## src/rtl/wp_pkg.sv

```systemverilog
package wp_pkg;

   typedef enum logic [3:0] {
      ST_IDLE,
      ST_SLV,
      ST_MWADDR,
      ST_MDATA,
      ST_MRD,
      ST_PADDR,
      ST_PDATA,
      ST_PDONE,
      ST_SKIP
   } wp_state_e;

   typedef enum logic [1:0] {
      CMD_NONE,
      CMD_PSET,
      CMD_RSET,
      CMD_RCLR
   } wp_cmd_e;

   typedef struct packed {
      logic    mem_hit;
      logic    prot_hit;
      logic    bad_sel;
      logic    query_rev;
      logic    rd;
      wp_cmd_e cmd;
   } slv_dec_t;

endpackage

```

## src/rtl/wp_slv_decode.sv

```systemverilog
module wp_slv_decode
   import wp_pkg::*;
#(
   parameter int         BYTE_W   = 8,
   parameter logic [3:0] MEM_PRE  = 4'b1010,
   parameter logic [3:0] PROT_PRE = 4'b0110,
   parameter logic [2:0] SEL_RSET = 3'b001,
   parameter logic [2:0] SEL_RCLR = 3'b011
) (
   input  logic [BYTE_W-1:0] slv_byte,
   input  logic [2:0]        strap,
   input  logic              hv_live,
   output slv_dec_t          dec
);
   localparam int PRE_LO = BYTE_W - 4;

   logic [3:0] pre;
   logic [2:0] sel;
   logic       rev_sel;

   always_comb begin
      pre     = slv_byte[BYTE_W-1:PRE_LO];
      sel     = slv_byte[3:1];
      rev_sel = (sel == SEL_RSET) || (sel == SEL_RCLR);

      dec.rd        = slv_byte[0];
      dec.mem_hit   = (pre == MEM_PRE) && (sel == strap);
      dec.prot_hit  = (pre == PROT_PRE);
      dec.bad_sel   = dec.prot_hit && hv_live && !rev_sel;
      dec.query_rev = dec.prot_hit && hv_live && rev_sel && dec.rd;
      dec.cmd       = CMD_NONE;
      if (dec.prot_hit && !dec.rd) begin
         if (!hv_live)
            dec.cmd = CMD_PSET;
         else if (sel == SEL_RSET)
            dec.cmd = CMD_RSET;
         else if (sel == SEL_RCLR)
            dec.cmd = CMD_RCLR;
      end
   end
endmodule

```

## src/rtl/wp_hv_track.sv

```systemverilog
module wp_hv_track (
   input  logic clk,
   input  logic rst_n,
   input  logic bus_start,
   input  logic hv_a0,
   output logic hv_live
);
   logic hv_held;

   always_ff @(posedge clk) begin
      if (!rst_n)
         hv_held <= 1'b0;
      else if (bus_start)
         hv_held <= hv_a0;
      else if (!hv_a0)
         hv_held <= 1'b0;
   end

   assign hv_live = hv_held && hv_a0;
endmodule

```

## src/rtl/wp_flags.sv

```systemverilog
module wp_flags
   import wp_pkg::*;
(
   input  logic    clk,
   input  logic    rst_n,
   input  logic    exec,
   input  wp_cmd_e cmd,
   output logic    perm_flag,
   output logic    rev_flag,
   output logic    set_perm_stb,
   output logic    set_rev_stb,
   output logic    clr_rev_stb
);
   always_ff @(posedge clk) begin
      if (!rst_n) begin
         perm_flag    <= 1'b0;
         rev_flag     <= 1'b0;
         set_perm_stb <= 1'b0;
         set_rev_stb  <= 1'b0;
         clr_rev_stb  <= 1'b0;
      end else begin
         set_perm_stb <= 1'b0;
         set_rev_stb  <= 1'b0;
         clr_rev_stb  <= 1'b0;
         if (exec) begin
            unique case (cmd)
               CMD_PSET: begin perm_flag <= 1'b1; set_perm_stb <= 1'b1; end
               CMD_RSET: begin rev_flag  <= 1'b1; set_rev_stb  <= 1'b1; end
               CMD_RCLR: begin rev_flag  <= 1'b0; clr_rev_stb  <= 1'b1; end
               default:  ;
            endcase
         end
      end
   end
endmodule

```

## src/rtl/wp_ctrl.sv

```systemverilog
module wp_ctrl
   import wp_pkg::*;
#(
   parameter int         MEM_DEPTH  = 256,
   parameter int         PROT_LIMIT = 128,
   parameter logic [3:0] MEM_PRE    = 4'b1010,
   parameter logic [3:0] PROT_PRE   = 4'b0110,
   parameter logic [2:0] SEL_RSET   = 3'b001,
   parameter logic [2:0] SEL_RCLR   = 3'b011,
   localparam int        AW         = $clog2(MEM_DEPTH)
) (
   input  logic          clk,
   input  logic          rst_n,
   input  logic          bus_start,
   input  logic          bus_stop,
   input  logic          rx_vld,
   input  logic [7:0]    rx_byte,
   input  logic          ack_end,
   input  logic [2:0]    strap,
   input  logic          hv_a0,
   input  logic          wp_pin,
   input  logic [AW-1:0] wr_addr,
   output logic          ack_vld,
   output logic          ack_ok,
   output logic          perm_flag,
   output logic          rev_flag,
   output logic          set_perm_stb,
   output logic          set_rev_stb,
   output logic          clr_rev_stb
);
   localparam bit LIM_IS_HALF = (PROT_LIMIT * 2 == MEM_DEPTH);

   if (PROT_LIMIT > MEM_DEPTH || PROT_LIMIT < 1) begin : g_bad_limit
      $error("wp_ctrl: PROT_LIMIT must lie in 1..MEM_DEPTH");
   end
   if (MEM_DEPTH != (1 << AW)) begin : g_bad_depth
      $error("wp_ctrl: MEM_DEPTH must be a power of two");
   end
   if (MEM_PRE == PROT_PRE) begin : g_bad_pre
      $error("wp_ctrl: preambles must differ");
   end

   wp_state_e state;
   wp_cmd_e   cmd_q;
   wp_cmd_e   cmd_eff;
   logic      wp_q;
   logic      wp_taken;
   logic      hv_live;
   logic      low_zone;
   logic      exec;
   slv_dec_t  dec;

   // Protected-region compare: MSB test when the limit is half the array.
   if (LIM_IS_HALF) begin : g_half
      assign low_zone = !wr_addr[AW-1];
   end else begin : g_cmp
      assign low_zone = ({1'b0, wr_addr} < (AW+1)'(PROT_LIMIT));
   end

   wp_hv_track u_hv (
      .clk       (clk),
      .rst_n     (rst_n),
      .bus_start (bus_start),
      .hv_a0     (hv_a0),
      .hv_live   (hv_live)
   );

   wp_slv_decode #(
      .BYTE_W   (8),
      .MEM_PRE  (MEM_PRE),
      .PROT_PRE (PROT_PRE),
      .SEL_RSET (SEL_RSET),
      .SEL_RCLR (SEL_RCLR)
   ) u_dec (
      .slv_byte (rx_byte),
      .strap    (strap),
      .hv_live  (hv_live),
      .dec      (dec)
   );

   always_ff @(posedge clk) begin
      if (!rst_n) begin
         state    <= ST_IDLE;
         cmd_q    <= CMD_NONE;
         wp_q     <= 1'b0;
         wp_taken <= 1'b0;
         ack_vld  <= 1'b0;
         ack_ok   <= 1'b0;
      end else begin
         ack_vld <= 1'b0;
         if (bus_start) begin
            state    <= ST_SLV;
            cmd_q    <= CMD_NONE;
            wp_q     <= 1'b0;
            wp_taken <= 1'b0;
         end else if (bus_stop) begin
            state <= ST_IDLE;
         end else begin
            if (ack_end && !wp_taken && (state == ST_MDATA || state == ST_PDATA)) begin
               wp_q     <= wp_pin;
               wp_taken <= 1'b1;
            end
            if (rx_vld) begin
               unique case (state)
                  ST_SLV: begin
                     ack_vld <= 1'b1;
                     if (dec.mem_hit) begin
                        ack_ok <= 1'b1;
                        state  <= dec.rd ? ST_MRD : ST_MWADDR;
                     end else if (dec.bad_sel) begin
                        ack_ok <= 1'b0;
                        state  <= ST_SKIP;
                     end else if (dec.prot_hit && dec.rd) begin
                        ack_ok <= dec.query_rev ? !rev_flag : !perm_flag;
                        state  <= ST_SKIP;
                     end else if (dec.prot_hit) begin
                        ack_ok <= !perm_flag;
                        cmd_q  <= dec.cmd;
                        state  <= perm_flag ? ST_SKIP : ST_PADDR;
                     end else begin
                        ack_ok <= 1'b0;
                        state  <= ST_SKIP;
                     end
                  end
                  ST_MWADDR: begin
                     ack_vld <= 1'b1;
                     ack_ok  <= 1'b1;
                     state   <= ST_MDATA;
                  end
                  ST_MDATA: begin
                     ack_vld <= 1'b1;
                     ack_ok  <= !wp_q && !(low_zone && (perm_flag || rev_flag));
                  end
                  ST_PADDR: begin
                     ack_vld <= 1'b1;
                     ack_ok  <= 1'b1;
                     state   <= ST_PDATA;
                  end
                  ST_PDATA: begin
                     ack_vld <= 1'b1;
                     ack_ok  <= !wp_q;
                     state   <= wp_q ? ST_SKIP : ST_PDONE;
                  end
                  ST_PDONE: begin
                     ack_vld <= 1'b1;
                     ack_ok  <= 1'b0;
                     state   <= ST_SKIP;
                  end
                  default: ;
               endcase
            end
         end
      end
   end

   // A reversible command that lost its qualifier before STOP becomes a permanent set.
   always_comb begin
      cmd_eff = cmd_q;
      if ((cmd_q == CMD_RSET || cmd_q == CMD_RCLR) && !hv_live)
         cmd_eff = CMD_PSET;
   end

   assign exec = bus_stop && !bus_start && (state == ST_PDONE);

   wp_flags u_flags (
      .clk          (clk),
      .rst_n        (rst_n),
      .exec         (exec),
      .cmd          (cmd_eff),
      .perm_flag    (perm_flag),
      .rev_flag     (rev_flag),
      .set_perm_stb (set_perm_stb),
      .set_rev_stb  (set_rev_stb),
      .clr_rev_stb  (clr_rev_stb)
   );
endmodule

```

## config.mk

```make
export PLATFORM = sky130hd
export DESIGN_NAME = wp_ctrl
export DESIGN_NICKNAME = d
export VERILOG_FILES = /design/src/rtl/wp_pkg.sv /design/src/rtl/wp_slv_decode.sv /design/src/rtl/wp_hv_track.sv /design/src/rtl/wp_flags.sv /design/src/rtl/wp_ctrl.sv
export SDC_FILE = /design/constraint.sdc
export NUM_CORES = 1
export LEC_CHECK = 0
export BUFFER_PORTS_ARGS = -buffer_cell sky130_fd_sc_hd__buf_2
export CAP_MARGIN = 20
export CORE_MARGIN = 1.5
export CORE_UTILIZATION = 51
export CTS_CLUSTER_DIAMETER = 100
export DETAILED_ROUTE_END_ITERATION = 10
export GPL_TIMING_DRIVEN = 1
export PLACE_DENSITY = 0.83
export SLEW_MARGIN = 20
export SYNTH_ARGS = -nofsm -noshare
export SYNTH_HDL_FRONTEND = slang
export SYNTH_SLANG_ARGS = --single-unit
```

## constraint.sdc

```tcl
create_clock -name clk -period 3.3 [get_ports clk]
set_input_delay 0.33 -clock clk [delete_from_list [all_inputs] [get_ports clk]]
set_output_delay 0.33 -clock clk [all_outputs]
set_load 0.005 [all_outputs]
```

==> results of run 1 <==
[path summary, 6_finish.rpt]
path / end / cells after the start
max: cmd_q[0]$_SDFFE_PP0P_ / 5
min reg2reg: wp_taken$_SDFFE_PP0P_ / 2
min: wp_q$_SDFFE_PP0P_ / 3
max reg2reg: cmd_q[0]$_SDFFE_PP0P_ / 5
[through the flow]
step / setup slack (ps) / area [sq um] / std cells / hold WS (ps) / util
2_1_floorplan: 1590 / 931 / 110 / 421 / -
3_3_place_gp: 1440 / 1080 / 158 / 434 / 0.626
3_5_place_dp: 1440 / 1080 / 158 / 467 / 0.626
4_1_cts: 1410 / 1120 / 162 / 267 / 0.647
5_1_grt: 1290 / 1120 / 162 / 278 / 0.647
6_report: 1400 / 1120 / 162 / 268 / 0.647
[cell type report]
cell class / count / area (sq um)
fillers: 162 / 609
multi-input cells: 84 / 573
flip-flops and latches: 16 / 320
clock buffers: 4 / 36.3
repair buffers: 26 / 130
well taps: 25 / 31.3
inverters: 7 / 26.3
[critical path, delay by kind of cell, from the launching register on]
family             cells  cell delay [ps]
and+or+nand+nor        3              640
AOI/OAI and AO/OA      2              620
DFF                    1              550
[power by group through the flow]
| stage | Combinational, mW | Sequential, mW | Clock, mW |
|---|---|---|---|
| 6_report | 0.0457 | 0.199 | 0.132 |
| 5_1_grt | 0.0503 | 0.200 | 0.141 |
| 4_1_cts | 0.0457 | 0.199 | 0.134 |
| 3_5_place_dp | 0.0455 | 0.204 | 0 |
| 3_3_place_gp | 0.0439 | 0.203 | 0 |
| 2_1_floorplan | 0.0268 | 0.201 | 0 |
[placed cells by master, fill, tap and decap left out, drive strengths merged, types with 3 or more instances in the layout]
master	instances
buf	26
dfxtp	16
nor2	11
a21oi	11
inv	7
o21ai	7
nand2	6
nand2b	6
nor3	5
xnor2	5
clkbuf	4
mux2i	3
a2111oi	3
[metal layers]
metal | track usage | up-vias
met5 | 0 | -
met4 | 0.114 | 0
met3 | 0.0516 | 5
met2 | 0.366 | 39
met1 | 0.253 | 418
li1 | - | 456
[cells by family (layout without fill, tap and decap cells)]
group                  Yosys count  count (layout)  synth area share
flip-flops                      16              16             0.344
AO/OA/AOI/OAI                   31              31             0.246
buffers and inverters           10              37            0.0403
multiplexers                     3               3            0.0323
XOR/XNOR                         5               5            0.0470
AND/OR/NAND/NOR                 45              45             0.290
[registers in the layout, indices dropped and copies added (netlist names)]
signal and flops:
state 4, cmd_q 2, ack_ok 1, ack_vld 1, u_flags.clr_rev_stb 1, u_flags.perm_flag 1, u_flags.rev_flag 1, u_flags.set_perm_stb 1
u_flags.set_rev_stb 1, u_hv.hv_held 1, wp_q 1, wp_taken 1
==> flow_summary.ini, run 1 <==
[status]
status = finished, final reports clean

[synthesis]
ys_ff_latch = 16
synth_cells = 110
synth.distinct_cells = 40
synth_area_leader_cell = sky130_fd_sc_hd__dfxtp_1
synth_enable_flop_cells = 0
synth_area_sq_um = 931
synth_most_common_cell = sky130_fd_sc_hd__dfxtp_1
synthTopCellsByCount = sky130_fd_sc_hd__dfxtp_1, sky130_fd_sc_hd__a21oi_1, sky130_fd_sc_hd__nor2_1, sky130_fd_sc_hd__inv_1, sky130_fd_sc_hd__nand2_1
ys_top_cells_by_area = sky130_fd_sc_hd__dfxtp_1, sky130_fd_sc_hd__a21oi_1, sky130_fd_sc_hd__xnor2_1
syn_area_per_cell_sq_um = 8.46
ys_warn_count = 0
synth_async_sr_flop_share = 0
share_of_synthesized_area_occupied_by_flip_flops_and_latches = 0.344
synth_ff_type = sky130_fd_sc_hd__dfxtp_1
synth_nets = 137
synth.top_cell.area_share = 0.344

[cells_and_area]
drive_above_1_share = 0.277
nets = 165
area.growth.synth_to_final_pct = 20.0
insertedDiodeCount = 0

[setup_path]
reg2reg_setup_slack_ps = 1400
required_time_of_the_critical_path_ps = 3510
crit_path_max_incr_delay_ps = 550
worst_setup_path_startpoint = state[0]$_SDFFE_PN0P_
timing_worst_setup_path_type = flip-flop to flip-flop
timing.critical_path.slowest_stage_cell = sky130_fd_sc_hd__dfxtp_1
critical_path.reg2reg.startpoint = state[0]$_SDFFE_PN0P_
setup.worst_path.end_class = flip-flop
crit_arrival_ps = 2110
crit_path_start_kind = flip-flop
path_cells = nand2b_1, or4_4, a2111oi_4, nor2_1, a211oi_1
crit_path_max_fanout = 11

[clock_tree]
worst_setup_hold_path_clk_slew_ps = 90
tritoncts.num_buffers = 3
cts-hold-fix-buffers = 0
cts-resized-gates = 0
clk_path_buf_depth = 2
root_buffer = sky130_fd_sc_hd__clkbuf_4
postCtsSetupRepairBufs = 0
h_tree_depth = 1
worst_skew_pair.late_latency_ps = 290
clock_sinks = 16
tritoncts = built

[grt]
pin_count_of_the_biggest_net_entering_global_routing = 14
grt_remaining_overflow = 0
antenna_found_initial = 0
groute.usage.overall = 0.217
grt_pass1_wl_mm = 3.27
first_global_vias = 822

[detailed_routing]
wl_mm = 2.02
routed-via-count = 918
route.met3.wl_um = 139
drt_drc_violations_left = 0
top_layer_used = met4
route.antenna.remaining_nets = 0
via_per_inst = 5.67
drtIter0Drc = 15
firstDrtPassIters = 4
route.met2.wl_um = 964
detail_route.wl_per_cell_um = 12.5
met1Wirelength_um = 879

[floorplan]
core_area_sq_um = 1730
initial_core_util = 0.539
die_area_sq_um = 2090
die_w_um = 45.7
row_count = 15
top_level_ports = 34
chipHeight_um = 45.7

[sta]
finalHoldViolCount = 0
clock_skew_ps = 1.17
unrepaired_setup_endpoints_after_global_routing = false
max_slew_margin = 0.707
clock.fmax_mhz = 527
tightestPinTransition_ps = 438
setup_total_negative_slack_ps = 0
final_slew_viol_count = 0
fin_crit_ps = 1900
setup_violations = 0
portion_of_the_clock_cycle_consumed_by_the_worst_path_in_the_final_layout = 0.575

[placed_design]
dpl.hpwl_mm = 1.57
port_buffers = 26
gpl_congestion = 0.799

[power_and_ir_drop]
net-switching-power_uw = 92.0
power.share.sequential = 0.529
power_density_nw_per_um2 = 337
vdd_drop_max_uv = 184
power_frac_comb = 0.121
cell_internal_pwr_uw = 285
netSwitchingFraction = 0.244
p_clk_frac = 0.350
static-leakage-power_nw = 0.446
finalPower_uw = 377

[min_path]
hold_path_startpoint = wp_pin
hold_class = primary input to flip-flop

[job]
drv_cap = 0
(Power assumes the default switching activity.)
==> run 2, diff against run 1 <==
Settings changed: ABC_AREA from default to 1, CORE_UTILIZATION 51 to 43, PLACE_DENSITY 0.83 to 0.75.
Clock period 3.3 ns to 1.6 ns, I/O delays scaled along.
==> flow_summary.ini, run 2 <==
[floorplan]
row_count = 16
top_level_ports = 34
chipHeight_um = 49.9
initial_core_util = 0.468
die_area_sq_um = 2490
core_area_sq_um = 2020
die_w_um = 49.9

[placed_design]
place_inst = 200
dpl.hpwl_mm = 1.81
port_buffers = 26
gpl_congestion = 0.866

[synthesis]
ys_ff_latch = 16
synthSimpleGateAreaFrac = 0.392
synth.top_cell.area_share = 0.339
synth.distinct_cells = 24
synth_cells = 147
synth_fa_ha_area_frac = 0
syn_area_per_cell_sq_um = 6.43
synth_top_family_by_area = simple AND/OR/NAND/NOR gates
synth_compound_gate_area_share = 0.143
post_synth_xor_area_fraction = 0.0278
synth.mux.area_fraction = 0
synth_async_sr_flop_share = 0
synth_most_common_cell = sky130_fd_sc_hd__nand2_1
ys_warn_count = 0
synth_ff_type = sky130_fd_sc_hd__dfxtp_1
share_of_synthesized_area_occupied_by_flip_flops_and_latches = 0.339
synthTopCellsByCount = sky130_fd_sc_hd__nand2_1, sky130_fd_sc_hd__inv_1, sky130_fd_sc_hd__nor2_1, sky130_fd_sc_hd__nand3_1, sky130_fd_sc_hd__dfxtp_1
synth_nets = 174
ys_top_cells_by_area = sky130_fd_sc_hd__dfxtp_1, sky130_fd_sc_hd__nand2_1, sky130_fd_sc_hd__nand3_1
synth_enable_flop_cells = 0
synth_area_sq_um = 946
synth_area_leader_cell = sky130_fd_sc_hd__dfxtp_1

[setup_path]
crit_path_max_fanout = 8
required_time_of_the_critical_path_ps = 1810
critical_path_buf_inv_count = 2
crit_arrival_ps = 1550
cell_family_contributing_the_most_delay_on_the_critical_path = simple AND/OR/NAND/NOR gates
setup.worst_path.end_class = flip-flop
path_cells = inv_2, nand2_2, nand3_4, or2_1, nand2_1, nand2_1, nand2_1, inv_1
timing_worst_setup_path_type = flip-flop to flip-flop
timing.critical_path.slowest_stage_cell = sky130_fd_sc_hd__dfxtp_1
timing.critical_path.mode_cell = sky130_fd_sc_hd__nand2_1
crit_path_start_kind = flip-flop
worstSetupPathDepth = 8
crit_path_max_incr_delay_ps = 450
timing.reg2reg.worst_path_depth = 8

[cells_and_area]
layout.core_utilization = 0.567
area.growth.synth_to_final_pct = 21.2
biggestRegsByFlops = state (4), cmd_q (2)
stdcell_count = 204
layout_common_cells = sky130_fd_sc_hd__nand2_1, sky130_fd_sc_hd__buf_2, sky130_fd_sc_hd__inv_1, sky130_fd_sc_hd__nor2_1, sky130_fd_sc_hd__nand3_1
layout_commonest_cell = sky130_fd_sc_hd__nand2_1
fillCellCount = 202
largest_register_ffs = 4
insertedDiodeCount = 0
drive_above_1_share = 0.237
register_ranked_first_by_flip_flop_count = state
nets = 205

[detailed_routing]
routed-via-count = 1038
route.antenna.remaining_nets = 0
wl_mm = 2.23
route.met3.wl_um = 88
met1Wirelength_um = 988
via_per_inst = 5.09
drtIter0Drc = 14
detail_route.wl_per_cell_um = 10.9
top_layer_used = met4
drt_drc_violations_left = 0
firstDrtPassIters = 6
route.met2.wl_mm = 1.14

[grt]
groute.usage.overall = 0.201
first_global_vias = 981
grt_remaining_overflow = 0
grt_pass1_wl_mm = 3.88
antenna_found_initial = 0
pin_count_of_the_biggest_net_entering_global_routing = 10

[sta]
clock.fmax_mhz = 745
final_slew_viol_count = 0
clock_skew_ps = 12.2
finalHoldViolCount = 0
max_slew_margin = 0.792
setup_violations = 0
unrepaired_setup_endpoints_after_global_routing = false
fin_crit_ps = 1340
portion_of_the_clock_cycle_consumed_by_the_worst_path_in_the_final_layout = 0.839
tightestPinTransition_ps = 311
setup_total_negative_slack_ps = 0
hold_ws_ps = 103

[min_path]
hold_class = primary input to flip-flop
hold-path-cell-count = 3

[power_and_ir_drop]
power_density_nw_per_um2 = 720
vdd_drop_max_uv = 658
static-leakage-power_nw = 0.571

[clock_tree]
tritoncts = built
clk_path_buf_depth = 2
cts-hold-fix-buffers = 0
tritoncts.num_buffers = 3
worst_skew_pair.late_latency_ps = 300
worst_setup_hold_path_clk_slew_ps = 110
postCtsSetupRepairBufs = 0
h_tree_depth = 1
root_buffer = sky130_fd_sc_hd__clkbuf_4
cts-resized-gates = 0
clock_sinks = 16

[status]
status = finished, final reports clean

[job]
drv_cap = 0
## run 2: path summary, 6_finish.rpt
path                          from                        endpoint  slack, ps
max reg2reg  state[1]$_SDFFE_PP0P_           state[1]$_SDFFE_PP0P_        260
max          state[1]$_SDFFE_PP0P_           state[1]$_SDFFE_PP0P_        260
min                          rst_n           state[0]$_SDFFE_PN0P_        100
min reg2reg  cmd_q[0]$_SDFFE_PP0P_  u_flags.set_rev_stb$_SDFF_PN0_        470
## run 2: per-layer routing
| metal | vias up | GRT usage |
|---|---|---|
| met5 | - | 0 |
| met3 | 4 | 0.0545 |
| met1 | 478 | 0.227 |
| li1 | 535 | - |
| met4 | 0 | 0.0417 |
| met2 | 21 | 0.371 |
## run 2: cell type report
type	count	area, sq um	share of cell area
multi-input cells	106	532	0.464
clock buffers	4	36.3	0.0317
flip-flops and latches	16	320	0.279
well taps	27	33.8	0.0295
repair buffers	26	130	0.114
inverters	25	93.8	0.0819
## run 2: cell families after synthesis
kind of cell              count (synthesis)
and+or+nand+nor                          78
xor gates and xnor gates                  3
buffers and inverters                    25
DFF                                      16
AOI/OAI and AO/OA                        25
## run 2: tightest hold or removal path, stage by stage
cell and delay (ps):
sky130_fd_sc_hd__buf_2 110, sky130_fd_sc_hd__nand2_1 60, sky130_fd_sc_hd__a21oi_1 40
## run 2: per-stage QoR
stage / cell area, sq um / power, mW / setup WS, ps
floorplan: 946 / 0.506 / 431
global placement: 1110 / 0.552 / 305
detailed placement: 1110 / 0.554 / 301
CTS: 1150 / 0.828 / 269
global route: 1150 / 0.863 / 137
finish: 1150 / 0.825 / 257
## run 2: power breakdown
group          internal (mW)  switching, mW  leakage, nW  total [mW]
combinational         0.0519         0.0839        0.421       0.136
clock                  0.139          0.139       0.0210       0.278
sequential             0.404        0.00704        0.129       0.411
total                  0.595          0.230        0.571       0.825
